**config.mk**
```make
export PLATFORM = sky130hd
export DESIGN_NAME = pulse_cmp_gen
export DESIGN_NICKNAME = d
export VERILOG_FILES = /design/src/rtl/pcg_pkg.sv /design/src/rtl/pcg_timebase.sv /design/src/rtl/pcg_compare.sv /design/src/rtl/pcg_fault.sv /design/src/rtl/pulse_cmp_gen.sv
export SDC_FILE = /design/constraint.sdc
export NUM_CORES = 1
export LEC_CHECK = 0
export CAP_MARGIN = 40
export CORE_ASPECT_RATIO = 0.8
export CORE_MARGIN = 2
export CORE_UTILIZATION = 40
export DETAILED_ROUTE_END_ITERATION = 12
export GPL_TIMING_DRIVEN = 0
export PLACE_DENSITY = 0.81
export SLEW_MARGIN = 20
export SYNTH_ARGS = -nofsm -noshare
export SYNTH_HDL_FRONTEND = slang
export SYNTH_SLANG_ARGS = --single-unit
```
**constraint.sdc**
```tcl
create_clock -name clk -period 1.7 [get_ports clk]
set_input_delay 0.34 -clock clk [delete_from_list [all_inputs] [get_ports clk]]
set_output_delay 0.34 -clock clk [all_outputs]
set_load 0.02 [all_outputs]
```
**src/rtl/pcg_pkg.sv**
```systemverilog
package pcg_pkg;

  typedef enum logic [2:0] {
    OCM_OFF    = 3'b000,
    OCM_SINGLE = 3'b001,
    OCM_CONT   = 3'b010,
    OCM_TOGGLE = 3'b011
  } ocm_e;

  // A mode is live only with bit 2 clear and a non-zero value.
  function automatic logic mode_live(input logic [2:0] m);
    return (m == OCM_SINGLE) || (m == OCM_CONT) || (m == OCM_TOGGLE);
  endfunction

  // Output level seen on the pin.
  function automatic logic pin_level(input logic oc, input logic inv, input logic hold);
    return hold ? inv : (oc ^ inv);
  endfunction

endpackage

```
**src/rtl/pcg_timebase.sv**
```systemverilog
module pcg_timebase #(
  parameter int CNT_W = 16,
  parameter int SEL_W = 5,
  parameter int NSRC  = 4
) (
  input  logic             clk,
  input  logic             rst_n,
  input  logic             en_i,
  input  logic             trig_mode_i,
  input  logic             trig_evt_i,
  input  logic [SEL_W-1:0] sync_sel_i,
  input  logic [NSRC-1:0]  sync_src_i,
  input  logic [CNT_W-1:0] period_i,
  output logic [CNT_W-1:0] cnt_o,
  output logic             run_o,
  output logic             sync_hit_o
);

  logic [CNT_W-1:0] cnt_q;
  logic             armed_q;

  function automatic logic [CNT_W-1:0] next_count(input logic [CNT_W-1:0] c,
                                                  input logic [CNT_W-1:0] p,
                                                  input logic clr);
    if (clr || c == p) return '0;
    return c + 1'b1;
  endfunction

  always_comb begin
    sync_hit_o = 1'b0;
    if (!trig_mode_i) begin
      for (int i = 0; i < NSRC; i++) begin
        if (sync_sel_i == SEL_W'(i + 1) && sync_src_i[i]) sync_hit_o = 1'b1;
      end
    end
  end

  assign run_o = en_i && (trig_mode_i ? armed_q : 1'b1);
  assign cnt_o = cnt_q;

  always_ff @(posedge clk or negedge rst_n) begin
    if (!rst_n) begin
      cnt_q   <= '0;
      armed_q <= 1'b0;
    end else if (!en_i) begin
      cnt_q   <= '0;
      armed_q <= 1'b0;
    end else if (trig_mode_i && !armed_q) begin
      cnt_q <= '0;
      if (trig_evt_i) armed_q <= 1'b1;
    end else begin
      cnt_q <= next_count(cnt_q, period_i, sync_hit_o);
    end
  end


  wrap_to_zero_chk: assert property (@(posedge clk) disable iff (!rst_n)
    (run_o && !sync_hit_o && cnt_q == period_i) |=> (cnt_q == '0));


  sync_clear_chk: assert property (@(posedge clk) disable iff (!rst_n)
    (run_o && sync_hit_o) |=> (cnt_q == '0));


  trig_hold_chk: assert property (@(posedge clk) disable iff (!rst_n)
    (en_i && trig_mode_i && !armed_q && !trig_evt_i) |=> (cnt_q == '0 && !armed_q));

endmodule

```
**src/rtl/pcg_compare.sv**
```systemverilog
module pcg_compare
  import pcg_pkg::*;
#(
  parameter int CNT_W = 16
) (
  input  logic             clk,
  input  logic             rst_n,
  input  logic [2:0]       mode_i,
  input  logic             run_i,
  input  logic [CNT_W-1:0] cnt_i,
  input  logic [CNT_W-1:0] pri_i,
  input  logic [CNT_W-1:0] sec_i,
  output logic             oc_o,
  output logic             irq_o,
  output logic             pri_hit_o,
  output logic             sec_hit_o
);

  logic oc_q, done_q, irq_q, live;

  assign live      = mode_live(mode_i);
  assign pri_hit_o = live && run_i && (cnt_i == pri_i);
  assign sec_hit_o = live && run_i && (cnt_i == sec_i);
  assign oc_o      = oc_q;
  assign irq_o     = irq_q;

  always_ff @(posedge clk or negedge rst_n) begin
    if (!rst_n) begin
      oc_q   <= 1'b0;
      done_q <= 1'b0;
      irq_q  <= 1'b0;
    end else if (!live) begin
      oc_q   <= 1'b0;
      done_q <= 1'b0;
      irq_q  <= 1'b0;
    end else begin
      irq_q <= pri_hit_o || (sec_hit_o && mode_i != OCM_TOGGLE);
      unique case (mode_i)
        OCM_TOGGLE: if (pri_hit_o) oc_q <= !oc_q;
        OCM_SINGLE: if (!done_q) begin
          if (sec_hit_o) begin
            oc_q <= 1'b0;
            if (oc_q) done_q <= 1'b1;
          end else if (pri_hit_o) oc_q <= 1'b1;
        end
        default: if (sec_hit_o) oc_q <= 1'b0;
                 else if (pri_hit_o) oc_q <= 1'b1;
      endcase
    end
  end


  cont_rise_chk: assert property (@(posedge clk) disable iff (!rst_n)
    (mode_i == OCM_CONT && pri_hit_o && !sec_hit_o) |=> oc_q);


  single_quiet_chk: assert property (@(posedge clk) disable iff (!rst_n)
    (mode_i == OCM_SINGLE && done_q) |=> !oc_q);


  toggle_flip_chk: assert property (@(posedge clk) disable iff (!rst_n)
    (mode_i == OCM_TOGGLE && pri_hit_o) |=> (oc_q != $past(oc_q)));


  idle_low_chk: assert property (@(posedge clk) disable iff (!rst_n)
    !live |=> (!oc_q && !irq_q));

endmodule

```
**src/rtl/pcg_fault.sv**
```systemverilog
module pcg_fault (
  input  logic clk,
  input  logic rst_n,
  input  logic fault_en_i,
  input  logic fault_i,
  input  logic fault_clr_i,
  output logic fault_act_o,
  output logic flag_o
);

  logic flag_q;

  assign fault_act_o = fault_en_i && fault_i;
  assign flag_o      = flag_q;

  always_ff @(posedge clk or negedge rst_n) begin
    if (!rst_n)                          flag_q <= 1'b0;
    else if (fault_act_o)                flag_q <= 1'b1;
    else if (fault_clr_i)                flag_q <= 1'b0;
  end


  flag_clear_cause_chk: assert property (@(posedge clk) disable iff (!rst_n)
    $fell(flag_q) |-> ($past(fault_clr_i) && !$past(fault_act_o)));

endmodule

```
**src/rtl/pulse_cmp_gen.sv**
```systemverilog
module pulse_cmp_gen
  import pcg_pkg::*;
#(
  parameter int CNT_W = 16,
  parameter int SEL_W = 5,
  parameter int NSRC  = 4
) (
  input  logic             clk,
  input  logic             rst_n,
  input  logic [2:0]       mode_i,
  input  logic [CNT_W-1:0] cmp_pri_i,
  input  logic [CNT_W-1:0] cmp_sec_i,
  input  logic [CNT_W-1:0] period_i,
  input  logic             trig_mode_i,
  input  logic             trig_sw_sel_i,
  input  logic             sw_trig_i,
  input  logic             hw_trig_i,
  input  logic [SEL_W-1:0] sync_sel_i,
  input  logic [NSRC-1:0]  sync_src_i,
  input  logic             invert_i,
  input  logic             fault_en_i,
  input  logic             fault_i,
  input  logic             fault_clr_i,
  output logic             out_o,
  output logic             match_irq_o,
  output logic             fault_flag_o,
  output logic [CNT_W-1:0] tmr_o
);

  logic trig_evt, run, sync_hit, oc, pri_hit, sec_hit, fault_act, hold;

  assign trig_evt = trig_sw_sel_i ? sw_trig_i : hw_trig_i;

  pcg_timebase #(.CNT_W(CNT_W), .SEL_W(SEL_W), .NSRC(NSRC)) u_tb (
    .clk, .rst_n,
    .en_i(mode_live(mode_i)), .trig_mode_i, .trig_evt_i(trig_evt),
    .sync_sel_i, .sync_src_i, .period_i,
    .cnt_o(tmr_o), .run_o(run), .sync_hit_o(sync_hit)
  );

  pcg_compare #(.CNT_W(CNT_W)) u_cmp (
    .clk, .rst_n, .mode_i, .run_i(run), .cnt_i(tmr_o),
    .pri_i(cmp_pri_i), .sec_i(cmp_sec_i),
    .oc_o(oc), .irq_o(match_irq_o), .pri_hit_o(pri_hit), .sec_hit_o(sec_hit)
  );

  pcg_fault u_flt (
    .clk, .rst_n, .fault_en_i, .fault_i, .fault_clr_i,
    .fault_act_o(fault_act), .flag_o(fault_flag_o)
  );

  assign hold  = fault_act || fault_flag_o;
  assign out_o = pin_level(oc, invert_i, hold);


  fault_park_chk: assert property (@(posedge clk) disable iff (!rst_n)
    fault_act |-> (out_o == invert_i));


  irq_source_chk: assert property (@(posedge clk) disable iff (!rst_n)
    match_irq_o |-> $past(pri_hit || sec_hit));

endmodule

```
; ---- Word-level counts from Yosys, hierarchy flattened
; Index checks and enable logic that the tools add are counted.
[totals]
regBits = 21
in_bits = 70
output_inout_bits = 19
elab_cells = 77
[op_classes]
addsub = 1
n_eq_ne = 16
n_mux = 32
n_bitwise = 1
reduce_logical = 21
[ops]
columns = cell, count
row1 = $mux 16, 4
row2 = $eq 16x16->1, 3
row3 = $mux 1, 27
row4 = $add 16x1->16 const B, 1
row5 = $logic_and 1x1->1, 11
row6 = $eq 5x2->1 const B, 2
row7 = $eq 3x2->1 const B, 2
row8 = $ne 2x2->1 const B, 3
row9 = $ne 3x2->1 const B, 2
row10 = $eq 5x1->1 const B, 1
row11 = $eq 5x3->1 const B, 1
row12 = $logic_or 1x1->1, 5
row13 = $reduce_and 2->1, 2
row14 = $eq 3x1->1 const B, 1
row15 = $ne 3x3->1 const B, 1
row16 = $logic_not 1->1, 2
row17 = $pmux 1 s2, 1
row18 = $reduce_bool 2->1, 1
row19 = $xor 1x1->1, 1

; ---- Depth between registers and ports, before layout
[logic_depth]
ltp_word = 14
mapped_depth = 7

; ---- Cells and area by module
; From an unflattened synthesis, not the netlist that was laid out.
[unflattened]
hier_cells = 184
hier_area_um2 = 1740.4
[modules_own_cells]
columns = module, n_inst, cells_per_inst, area_per_inst_um2, seq_area_each_um2
row1 = pcg_timebase, 1, 111, 1119.8, 425.4
row2 = pcg_compare, 1, 64, 535.5, 75.1
row3 = pcg_fault, 1, 4, 45.0, 25.0
row4 = pulse_cmp_gen, 1, 5, 40.0, 0.0

; ---- Worst setup path after synthesis
; No wires, ideal clock.
[synth_timing]
path_type = register to register
from = reg u_tb.cnt_q[0] (netlist: u_tb.cnt_o[0])
to = reg u_tb.cnt_q[8] (netlist: u_tb.cnt_o[8])
setup_ns = 0.119
arrival_time_ns = 1.509
required_time_ns = 1.581
path_slack_ns = 0.072
stages_incl_launch_ff = 8
path_buffers = 2
period_less_slack_ns = 1.628
cell_sequence = dfrtp_1 buf_2 xor2_1 nor4_1 nand4_1 nand3_2 buf_4 nor2_1
[synth_via]
elab_chain_cells = 8
word_cells_on_any_way = 9
[synth_rtl]
columns = element, line
row1 = "start, declared", pcg_timebase.sv:19  ; logic [CNT_W-1:0] cnt_q;
row2 = "start signal, assigned", pcg_timebase.sv:52  ; cnt_q <= next_count(cnt_q, period_i, sync_hit_o);
row3 = branches (longest 5 deep; another with $add 16x1->16), n/a
row4 = $mux 16 *, pcg_timebase.sv:26  ; return c + 1'b1;
row5 = $mux 16 *, pcg_timebase.sv:48  ; end else if (trig_mode_i && !armed_q) begin
row6 = $mux 16 *, pcg_timebase.sv:45  ; end else if (!en_i) begin
; Mark *: on every way between the ends. The select of a mux whose other input is x is not followed.
; A chain may end at the register's enable or synchronous reset.

; ---- Worst setup path in the final report
[layout_timing]
from = reg u_tb.cnt_q[8] (netlist: u_tb.cnt_o[8])
to = reg u_cmp.oc_q (netlist: u_cmp.oc_o)
[layout_via]
elab_chain_cells = 7
word_cells_on_any_way = 11
[layout_rtl]
columns = element, line
row1 = $eq 16x16->1, pcg_compare.sv:22  ; assign pri_hit_o = live && run_i && (cnt_i == pri_i);
row2 = $logic_and 1x1->1, pcg_compare.sv:22
row3 = $mux 1, n/a
row4 = $mux 1, pcg_compare.sv:46  ; default: if (sec_hit_o) oc_q <= 1'b0;
row5 = $mux 1, pcg_compare.sv:40  ; OCM_SINGLE: if (!done_q) begin
row6 = $pmux 1 s2, pcg_compare.sv:38  ; unique case (mode_i)
row7 = $mux 1, pcg_compare.sv:32  ; end else if (!live) begin
row8 = "end signal, assigned", pcg_compare.sv:39  ; OCM_TOGGLE: if (pri_hit_o) oc_q <= !oc_q;
row9 = "end, declared", pcg_compare.sv:19  ; logic oc_q, done_q, irq_q, live;
; Several ways; a longest one is shown, not always the timed one. The select of a mux whose other input is x is not followed.

==> results.sh <==
export IMPL_yosysSeqAreaShare_pct=30.2
export IMPL_syn_area_per_cell_um2=8.71
export IMPL_cp_top_family="simple AND/OR/NAND/NOR gates"
export IMPL_slew_headroom_pct=74.0
export IMPL_r2r_slack_ns=-0.03
export IMPL_worstPathRequired_ns=1.85
export IMPL_synthTopCellsByArea="dfrtp_1 30%, xor2_1 20%, xnor2_1 12%, nor2_1 5.4%, buf_2 2.6%"
export IMPL_min_period_over_period_pct=102
export IMPL_syn_inst=200
export IMPL_layout_setup_ws_ns=-0.0338
export IMPL_placed_area_um2=2700
export IMPL_cts_max_path_buffers=2
export IMPL_ios=89
export IMPL_path_class="flip-flop to flip-flop"
export IMPL_cts_root_buffer="clkbuf_8"
export IMPL_dr_wl_met3_um=536
export IMPL_yosys_warnings=0
export IMPL_slew_violations=0
export IMPL_netlist_area_um2=1740
export IMPL_setup_viol=16
export IMPL_areaGrowthSynthToFinish_pct=73.6
export IMPL_start_util_pct=41.7
export IMPL_pwr_share_comb_pct=30.0
export IMPL_overflow=0
export IMPL_syn_num_nets=271
export IMPL_rsz0062_at_grt="true"
export IMPL_hold_buffers=0
export IMPL_cts_buffers=3
export IMPL_end_kind="flip-flop"
export IMPL_drive_above_1_share_pct=22.6
export IMPL_port_buffers=87
export IMPL_outcome="finished, violations left"
export IMPL_ant_nets=0
export IMPL_whs_ns=0.360
export IMPL_grt_max_degree=15
export IMPL_drt_vias_per_instance=5.01
export IMPL_ys_ff_latch=21
export IMPL_hold_class="input pin to async pin"
export IMPL_grt_pass1_wl_um=8760
export IMPL_worstPathArrival_ns=1.88
export IMPL_wl_um=5690
export IMPL_p_total_uw=1220
export IMPL_skew_ns=0.00543
export IMPL_die_area_um2=4900
export IMPL_synth_edf_count=0
export IMPL_r2r_cells=6
export IMPL_hpwl_um=4100
export IMPL_p_sw_share_pct=26.1
export IMPL_coreArea_um2=4180
export IMPL_chipHeight_um=63.0
export IMPL_dr_pass1_iters=4
export IMPL_fin_crit_ns=1.73
export IMPL_synth_flop_cell="dfrtp_1"
export IMPL_ys_types=33
export IMPL_crit_path_max_incr_delay_ns=0.40
export IMPL_clkSinkCount=21
export IMPL_async_flop_share_pct=100
export IMPL_path_clk_slew_ns=0.08
export IMPL_wl_per_cell_um=15.5
export IMPL_crit_fanout=3
export IMPL_hold_violations=0
export IMPL_highest_layer="met4"
export IMPL_power_frac_seq_pct=41.8
export IMPL_place_congestion=0.904
export IMPL_fmax_ghz=0.577
export IMPL_tns_ns=-0.241
export IMPL_ir_drop_mv=0.328
export IMPL_wl_met1_um=2460
export IMPL_h_tree_depth=1
export IMPL_violations="negative setup slack"
export IMPL_synth_largest_area_cell="dfrtp_1"
export IMPL_yosysTopAreaCellShare_pct=30.2
export IMPL_clkPwrFrac_pct=28.1
export IMPL_antenna_cells=0
export IMPL_powerDensity_nw_per_um2=402
export IMPL_routed_wl_met2_um=2580
export IMPL_timing_critical_path_buf_inv=1
export IMPL_drc=0
export IMPL_cpMaxStageDelayCell="dfrtp_1"
export IMPL_drt_iter0_drc=135
export IMPL_crit_chain="buf_6 -> xor2_1 -> nor4_2 -> nand3_1 -> a311oi_2 -> o22ai_2"
export IMPL_fp_dieW_um=77.8
export IMPL_grt_antenna_before_repair=0
export IMPL_worst_pin_slew_ns=0.389
export IMPL_grt_pass1_vias=1886
export IMPL_fin_area_um2=3020
export IMPL_maxCapViolCount=0
export IMPL_clk_insertion_delay_late_ns=0.27
export IMPL_grt_use_total_pct=22.9
export IMPL_rows=21
export IMPL_p_leak_uw=0.00131
export IMPL_cp_depth=6
export IMPL_vias=1839
export IMPL_p_int_uw=898
export IMPL_switchingPower_uw=318
export IMPL_start_kind="flip-flop"
export IMPL_nNetsFinal=382
export IMPL_cts_tree="done"
## metal layers
metal	up-vias	track usage, %
li1	883	-
met1	841	29.5
met2	103	37.2
met3	12	7.08
met4	0	5.80
met5	-	0
## area by class of cell
class	count	area, um2
multi-input cells	154	1180
fillers	306	1150
repair buffers	106	1030
flip-flops and latches	21	527
plain buffers	17	140
well taps	57	71.3
clock buffers	4	45.0
inverters	8	30.0
## cell usage after synthesis (all sizes together) (2+ instances only)
cell	count
xor2	40
nor3	5
nand2	9
o21ai	3
nor3b	2
and3	3
nor2b	3
inv	8
nor4	9
a21oi	4
xnor2	24
dfrtp	21
nand3	9
and4	2
nor2	25
nand4	5
buf	17
## per-stage QoR
step                      utilization (%)  setup slack (ns)  cells
after floorplan                         -            0.0721    200
after global placement               64.2            -0.471    344
after detailed placement             64.6            -0.524    345
after CTS                            70.1           -0.0338    363
after global routing                 72.4            -0.131    367
final                                72.4           -0.0338    367
## flip-flops by register name, summed over array words and instances, names as in the netlist
signal / flops
u_tb.armed_q: 1
u_flt.flag_o: 1
u_tb.cnt_o: 16
u_cmp.done_q: 1
u_cmp.oc_o: 1
u_cmp.irq_o: 1
## worst reg2reg max path, stage by stage (launching register included)
cell and delay (ns):
dfrtp_1 0.40, buf_6 0.13, xor2_1 0.17, nor4_2 0.31, nand3_1 0.20, a311oi_2 0.28, o22ai_2 0.13
## cells in the final DEF, fill, tap and decap left out, drive strengths merged
cell type       n
nor4            9
nor2           25
and2            1
o22ai           1
dlygate4sd2     2
and4            2
buf            37
nor3            5
o21bai          1
nor2b           3
nand2           9
and3            3
dfrtp          21
dlymetal6s2s    2
a311oi          1
o41a            1
a21oi           4
inv             8
nand3           9
o31ai           1
mux2            1
ha              1
a31oi           1
nand4           5
clkdlybuf4s50  82
nor3b           2
clkbuf          4
o2111ai         1
o21ai           3
o211ai          1
xnor2          24
xor2           40
## cells by family after synthesis
group / count (synthesis) / share of synthesized area (%)
buffers and inverters: 25 / 8.62
XOR/XNOR: 64 / 32.2
AO/OA/AOI/OAI: 15 / 5.89
adder cells (fa/ha/maj): 1 / 0.718
flip-flops: 21 / 30.2
AND/OR/NAND/NOR: 73 / 21.8
multiplexers: 1 / 0.647
## worst paths after layout
kind                          startpoint        endpoint
max                        u_tb.cnt_o[8]      u_cmp.oc_o
min                                rst_n   u_tb.cnt_o[0]
max reg2reg                u_tb.cnt_o[8]      u_cmp.oc_o
min reg2reg                 u_tb.armed_q    u_tb.armed_q
max in group asynchronous          rst_n  u_tb.cnt_o[15]
min in group clk               mode_i[1]    u_cmp.done_q
## power by group through the flow
stage,clock network [uW],logic (uW),registers [uW]
floorplan,0,96.4,524
global placement,0,312,519
detailed placement,0,321,519
CTS,347,354,509
global route,363,390,510
finish,342,365,509
## repair_timing
item                       4_1_cts  5_1_grt
cloned                           1        0
setup endpoints to repair       20       22
setup buffers                   13        4
pin swaps                       17        5
gates resized for setup         28       17
(Power assumes the default switching activity.)
